--- src/rtl/ts_irq_pkg.sv ---
package ts_irq_pkg;

    typedef struct packed {
        logic en;
        logic accept;
        logic ack;
        logic tick;
    } chan_ctl_t;

    function automatic logic [15:0] eff_thresh(input logic [15:0] raw);
        return (raw == 16'd0) ? 16'd1 : raw;
    endfunction

endpackage

--- src/rtl/ts_irq_chan.sv ---
module ts_irq_chan
    import ts_irq_pkg::*;
#(
    parameter int CNT_W  = 10,
    parameter int TIME_W = 10
) (
    input  logic              clk,
    input  logic              rst,
    input  chan_ctl_t         ctl,
    input  logic [CNT_W-1:0]  cnt_thr,
    input  logic [TIME_W-1:0] tmo_thr,
    output logic              irq
);
    localparam logic [CNT_W-1:0] CNT_MAX = {CNT_W{1'b1}};

    logic [CNT_W-1:0]  cnt_q, cnt_nx;
    logic [TIME_W-1:0] tmr_q, tmr_nx;
    logic              irq_q, irq_nx;
    logic              cnt_hit, tmo_hit;

    always_comb begin
        if (ctl.ack)
            cnt_nx = ctl.accept ? CNT_W'(1) : '0;
        else if (ctl.accept && cnt_q != CNT_MAX)
            cnt_nx = cnt_q + CNT_W'(1);
        else
            cnt_nx = cnt_q;

        if (ctl.ack || cnt_q == '0)
            tmr_nx = '0;
        else if (ctl.tick && tmr_q < tmo_thr)
            tmr_nx = tmr_q + TIME_W'(1);
        else
            tmr_nx = tmr_q;

        cnt_hit = (cnt_nx >= cnt_thr);
        tmo_hit = (cnt_q != '0) && (tmr_q >= tmo_thr);
        irq_nx  = ctl.ack ? 1'b0 : (irq_q | cnt_hit | tmo_hit);
    end

    always_ff @(posedge clk) begin
        if (rst || !ctl.en) begin
            cnt_q <= '0;
            tmr_q <= '0;
            irq_q <= 1'b0;
        end else begin
            cnt_q <= cnt_nx;
            tmr_q <= tmr_nx;
            irq_q <= irq_nx;
        end
    end

    assign irq = irq_q;

    AST_DISABLED_QUIET: assert property (@(posedge clk) disable iff (rst)
        !ctl.en |=> !irq_q);
    AST_ACK_CLEARS: assert property (@(posedge clk) disable iff (rst)
        ctl.ack |=> !irq_q);
    AST_IRQ_STICKY: assert property (@(posedge clk) disable iff (rst)
        (irq_q && ctl.en && !ctl.ack) |=> irq_q);
    AST_NO_EMPTY_IRQ: assert property (@(posedge clk) disable iff (rst)
        irq_q |-> (cnt_q != '0));
    AST_EMPTY_TIMER_IDLE: assert property (@(posedge clk) disable iff (rst)
        (cnt_q == '0) |=> (tmr_q == '0));
    AST_CNT_SATURATES: assert property (@(posedge clk) disable iff (rst)
        (ctl.en && !ctl.ack && cnt_q == CNT_MAX) |=> (cnt_q == CNT_MAX));

endmodule

--- src/rtl/ts_irq_coalescer.sv ---
module ts_irq_coalescer
    import ts_irq_pkg::*;
#(
    parameter int NUM_CH = 5,
    parameter int CNT_W  = 10,
    parameter int TIME_W = 10
) (
    input  logic              clk,
    input  logic              rst,
    input  logic [NUM_CH-1:0] chan_en,
    input  logic [NUM_CH-1:0] ts_accept,
    input  logic [NUM_CH-1:0] ts_ack,
    input  logic              tick_1ms,
    input  logic [CNT_W-1:0]  count_thresh,
    input  logic [TIME_W-1:0] time_thresh,
    input  logic              conv_err,
    output logic [NUM_CH-1:0] irq_chan,
    output logic              irq_err
);
    logic [15:0]       cnt_wide, tmo_wide;
    logic [CNT_W-1:0]  cnt_eff;
    logic [TIME_W-1:0] tmo_eff;
    logic              err_q;

    assign cnt_wide = eff_thresh(16'(count_thresh));
    assign tmo_wide = eff_thresh(16'(time_thresh));
    assign cnt_eff  = cnt_wide[CNT_W-1:0];
    assign tmo_eff  = tmo_wide[TIME_W-1:0];

    for (genvar i = 0; i < NUM_CH; i++) begin : g_chan
        chan_ctl_t ctl;
        assign ctl = '{en: chan_en[i], accept: ts_accept[i], ack: ts_ack[i], tick: tick_1ms};
        ts_irq_chan #(.CNT_W(CNT_W), .TIME_W(TIME_W)) u_chan (
            .clk     (clk),
            .rst     (rst),
            .ctl     (ctl),
            .cnt_thr (cnt_eff),
            .tmo_thr (tmo_eff),
            .irq     (irq_chan[i])
        );
    end

    always_ff @(posedge clk) begin
        if (rst) err_q <= 1'b0;
        else     err_q <= conv_err;
    end
    assign irq_err = err_q;

    AST_ERR_FOLLOWS: assert property (@(posedge clk) disable iff (rst)
        conv_err |=> irq_err);
    AST_ERR_DROPS: assert property (@(posedge clk) disable iff (rst)
        !conv_err |=> !irq_err);

endmodule

--- config.mk ---
export PLATFORM = sky130hd
export DESIGN_NAME = ts_irq_coalescer
export DESIGN_NICKNAME = d
export VERILOG_FILES = /design/src/rtl/ts_irq_pkg.sv /design/src/rtl/ts_irq_chan.sv /design/src/rtl/ts_irq_coalescer.sv
export SDC_FILE = /design/constraint.sdc
export NUM_CORES = 1
export LEC_CHECK = 0
export BUFFER_PORTS_ARGS = -buffer_cell sky130_fd_sc_hd__buf_2
export CORE_ASPECT_RATIO = 1.4
export CORE_MARGIN = 5
export CORE_UTILIZATION = 40
export DETAILED_ROUTE_END_ITERATION = 16
export GPL_TIMING_DRIVEN = 0
export PLACE_DENSITY = 0.64
export SYNTH_ARGS = -nofsm -noshare
export SYNTH_HDL_FRONTEND = slang
export SYNTH_SLANG_ARGS = --single-unit
--- constraint.sdc ---
create_clock -name clk -period 8.2 [get_ports clk]
set_input_delay 1.23 -clock clk [delete_from_list [all_inputs] [get_ports clk]]
set_output_delay 1.23 -clock clk [all_outputs]
set_load 0.005 [all_outputs]
-- After elaboration in Yosys (flattened, before gate mapping)
Index checks and enable logic that the tools add are counted.
- bits in registers: 106
- latch bits: 0
- bits in writable memories: 0
- memory bits (read-only): 0
- output and inout port bits: 6
- word-level logic and storage cells: 125
- memories kept: 0
- add/subtract/negate cells: 10
- multipliers: 0
- div/mod/pow operators: 0
- magnitude comparators: 15
- eq/ne operators: 5
- shifts and indexed selects: 0
- multiplexer cells: 17
- bitwise gates (word level): 10
- reductions and logical operators: 52
- operators by type and width (operator ; number):
    $mux 10 ; 12
    $add 10x1->10 const B ; 10
    $ge 10x10->1 ; 10
    $logic_not 10->1 ; 7
    $lt 10x10->1 ; 5
    $ne 10x10->1 const B ; 5
    $reduce_bool 10->1 ; 5
    $reduce_or 2->1 ; 10
    $logic_and 1x1->1 ; 15
    $logic_or 1x1->1 ; 10
    $or 1x1->1 ; 10
    $logic_not 1->1 ; 5
    $mux 1 ; 5

-- Logic depth before layout (Yosys ltp)
- depth in word-level cells: 7
- gate-level depth with buffers: 14
- mapped depth without buffers: 14

-- Modules after synthesis
From an unflattened synthesis, not the netlist that was laid out.
- cells, all modules: 1048
- area total of the unflattened synthesis: 8186.6 µm²
- modules (own cells, without submodules) (module ; instances ; cells an instance ; area an instance (µm²)):
    ts_irq_chan (g_chan[1].u_chan ...) ; 2 ; 206 ; 1582.8
    ts_irq_chan (g_chan[4].u_chan) ; 1 ; 203 ; 1637.8
    ts_irq_chan (g_chan[0].u_chan) ; 1 ; 202 ; 1622.8
    ts_irq_chan (g_chan[2].u_chan) ; 1 ; 203 ; 1619.1
    ts_irq_coalescer ; 1 ; 28 ; 141.4

-- Worst setup path before layout
Ideal clock, no wire load.
- kind: input to register
- from: input port time_thresh[6]
- to: register g_chan[3].u_chan.tmr_q[4]
- setup time: 0.071 ns
- arrival: 3.167 ns
- path slack: 4.962 ns
- stages: 9
- buffers on the path: 0
- path through: nor4_1 > a41o_1 > ha_1 > nand2b_1 > a211oi_1 > a2111oi_4 > nand2_4 > or3_1 > a21oi_1
- longest elaborated chain between the ends: 4
- ends and longest elaborated chain (what ; RTL line ; RTL):
    start, declared ; ts_irq_coalescer.sv:15 ; input logic [TIME_W-1:0] time_thresh,
    $logic_not 10->1 ; ts_irq_pkg.sv:11 ; return (raw == 16'd0) ? 16'd1 : raw;
    $mux 10 (*) ; ts_irq_pkg.sv:11 ;
    $lt 10x10->1 (*) ; ts_irq_chan.sv:31 ; else if (ctl.tick && tmr_q < tmo_thr)
    $logic_and 1x1->1 (*) ; ts_irq_chan.sv:31 ;
    end signal, assigned ; ts_irq_chan.sv:48 ; tmr_q <= tmr_nx;
    end, declared ; ts_irq_chan.sv:17 ; logic [TIME_W-1:0] tmr_q, tmr_nx;
Every way passes the cells marked *; elsewhere a longest branch is shown, timed or not.
A chain may end at the register's enable or synchronous reset.

-- Worst setup path in the final report
- from: input port time_thresh[5]
- to: register g_chan[4].u_chan.tmr_q[5]
- longest elaborated chain between the ends: 4
- ends and longest elaborated chain (what ; RTL line):
    $logic_not 10->1 ; ts_irq_pkg.sv:11
    $mux 10 (*) ; ts_irq_pkg.sv:11
    $lt 10x10->1 (*) ; ts_irq_chan.sv:31
    $logic_and 1x1->1 (*) ; ts_irq_chan.sv:31
    end signal, assigned ; ts_irq_chan.sv:48
    end, declared ; ts_irq_chan.sv:17
Marked as above.

==> results.json <==
{
  "coreArea_mm2": 0.0185,
  "final_area_mm2": 0.00825,
  "root_buffer": "clkbuf_16",
  "antenna_found_initial": 0,
  "synth_top_family_by_area": "simple AND/OR/NAND/NOR gates",
  "fmaxAchievable_mhz": 290,
  "setup_viol": 0,
  "path_buf_inv": 2,
  "syn_avg_cell_area_um2": 8.07,
  "num_antenna_cells": 0,
  "pre_cts_slack_ps": 4360,
  "die_x_um": 125,
  "crit_path_max_fanout": 9,
  "p_leak_nw": 3.38,
  "max_stage_delay_ps": 540,
  "drv_cap": 0,
  "synth-edff-count": 0,
  "dpl_cell_area_mm2": 0.00796,
  "hold_violations": 0,
  "post_cts_resized": 0,
  "clk_path_buf_depth": 2,
  "gp_congestion": 0.887,
  "drive_gt1_frac": 0.0846,
  "yosysTopAreaCell": "dfxtp_1",
  "grt_max_degree": 20,
  "cp.required_ps": 8480,
  "tightest_slew_ps": 756,
  "ioPinCount": 45,
  "grt_usage": 0.163,
  "via_per_inst": 5.28,
  "endpoint_kind": "register",
  "synth_nets": 1076,
  "cts_max_level": 3,
  "worst_slack_ps": 4750,
  "synth_xor_area_frac": 0.0812,
  "io_buffers": 43,
  "cts_hold_buf": 0,
  "dieArea_mm2": 0.0215,
  "hp-class": "register to register",
  "r2r_setup_slack_ps": 5100,
  "status": "complete, no violations",
  "ys_types": 55,
  "syn_area_mm2": 0.00744,
  "critPathArrivalTime_ps": 3730,
  "crit_top_cell": "a21oi_1",
  "synthDominantCellAreaShare": 0.285,
  "clk_pin_slew_worst_paths_ps": 70,
  "synth_ff_type": "dfxtp_1",
  "synthTopCellsByArea": "dfxtp_1 (29%), ha_1 (19%), nor2_1 (8.4%), xor2_1 (4.1%), xnor2_1 (4.0%)",
  "yosys-mux-area-fraction": 0.0177,
  "hold_ws_ps": 514,
  "drt-wirelength-per-cell_um": 14.2,
  "gr-total-overflow": 0,
  "drc": 0,
  "syn_to_final_growth_pct": 10.8,
  "synthSimpleGateAreaFrac": 0.276,
  "fin_setup_tns_ps": 0,
  "drt_wl_total_um": 17500,
  "crit_chain": "buf_2, inv_1, a41o_1, ha_1, nand2b_1, a21oi_1, o21ai_1, nand3_2, or4_1, a21oi_1",
  "dr.first_iter.drc_count": 335,
  "nets": 1130,
  "utilization": 0.447,
  "drtAntennaViolNets": 0,
  "crit_type": "primary input to register",
  "cts_tree": "yes",
  "vias": 6470,
  "start_util": 0.403,
  "syn_inst": 922,
  "max_slew_margin": 0.490,
  "p_per_area_mw_per_mm2": 125,
  "synthArstFlopShare": 0,
  "finalMaxSlewViolations": 0,
  "synth_fa_ha_area_frac": 0.193,
  "layout_common_cells": "nor2_1 (167), ha_1 (115), dfxtp_1 (106)",
  "clkSinkCount": 106,
  "synth-compound-area-share": 0.108,
  "dr.pass1.iters": 5,
  "start_kind": "primary input",
  "min_period_ps": 3450,
  "cts-buffers-inserted": 9,
  "period_share": 0.420,
  "ys_warn_count": 0,
  "grt_pass1_vias": 6259,
  "die_height_um": 171,
  "rows": 59,
  "layout.cells.most_common": "nor2_1",
  "seq_area_frac_synth": 0.285,
  "irDropWorstVdd_v": 0.0000953,
  "ys_seq_elements": 106,
  "fin_skew_ps": 7.26,
  "cp_top_family": "compound AO/OA/AOI/OAI gates",
  "cpMaxStageDelayCell": "or4_1",
  "grt_first_pass_wirelength_um": 28800,
  "dp_hpwl_um": 13700,
  "rsz0062_at_grt": "no",
  "postCtsSetupBuffers": 0,
  "clock_latency_ps": 360
}
sequential cells by signal (all words and copies together), names as in the netlist:
signal and count:
g_chan.u_chan.cnt_q 50, g_chan.u_chan.tmr_q 50, irq_err 1, g_chan.u_chan.irq 5
final timing paths:
| path | startpoint | to | depth (start not counted) |
|---|---|---|---|
| setup reg to reg | g_chan[2].u_chan.cnt_q[1] | g_chan[2].u_chan.irq | 14 |
| setup / recovery | time_thresh[5] | g_chan[4].u_chan.tmr_q[5] | 10 |
| hold / removal | g_chan[3].u_chan.tmr_q[4] | g_chan[3].u_chan.tmr_q[4] | 2 |
| hold reg to reg | g_chan[3].u_chan.tmr_q[4] | g_chan[3].u_chan.tmr_q[4] | 2 |
cells in the mapped netlist, types with 2 or more instances:
cell type / number
nor2_1: 167
ha_1: 115
dfxtp_1: 106
nand2_1: 70
inv_1: 46
nand4_1: 44
a21oi_1: 40
nand3_1: 36
xor2_1: 35
xnor2_1: 34
o21ai_0: 23
clkbuf_1: 20
nor3_1: 20
nor4_1: 19
and3_1: 14
nand2b_1: 14
mux2i_1: 12
a21o_1: 11
a211oi_1: 9
and4_1: 7
nor2b_1: 6
buf_4: 5
nor4b_1: 5
o211ai_1: 5
or3_1: 5
a31o_2: 4
a31oi_1: 4
nor3b_1: 4
o22ai_1: 4
a41o_1: 3
o311ai_0: 3
o31ai_1: 3
or3b_2: 3
or4_1: 3
a21oi_2: 2
o21a_1: 2
power by group:
group          internal [W]  total (W)  switching, W
logic             0.0000340  0.0000914     0.0000574
registers          0.000516   0.000517    0.00000154
clock network      0.000212   0.000420      0.000209
total              0.000761    0.00103      0.000268
tightest hold or removal path: cells and delay by family, from the launching register on:
kind,cells,cell delay (ps)
AO/OA/AOI/OAI,2,140
flip-flops,1,330
area by class of cell:
type                    instances  area [um^2]
fillers                      1890        10200
repair buffers                 43          215
plain buffers                  27          121
well taps                     244          305
clock buffers                   9          225
clock inverters                 7         60.1
flip-flops and latches        106         2120
multi-input cells             743         5030
inverters                      46          173
kinds of logic (layout without fill, tap and decap cells):
| group | after synthesis | after routing |
|---|---|---|
| xor+xnor | 69 | 69 |
| buf+inv | 73 | 132 |
| compound gates | 122 | 122 |
| fa+ha+maj | 115 | 115 |
| mux | 13 | 13 |
| flops | 106 | 106 |
| simple gates | 424 | 424 |
stage by stage:
stage	std cells	total power, W
floorplan	922	0.000587
global placement	1209	0.000619
detailed placement	1209	0.000622
CTS	1225	0.00105
global route	1225	0.00108
finish	1225	0.00103
layer usage:
metal | part of all wire | global-route usage
met2 | 0.49 | 0.298
met1 | 0.45 | 0.187
met4 | 0.028 | 0.0811
met3 | 0.034 | 0.0208
met5 | 0 | 0
Power figures use the tool's default switching activity.
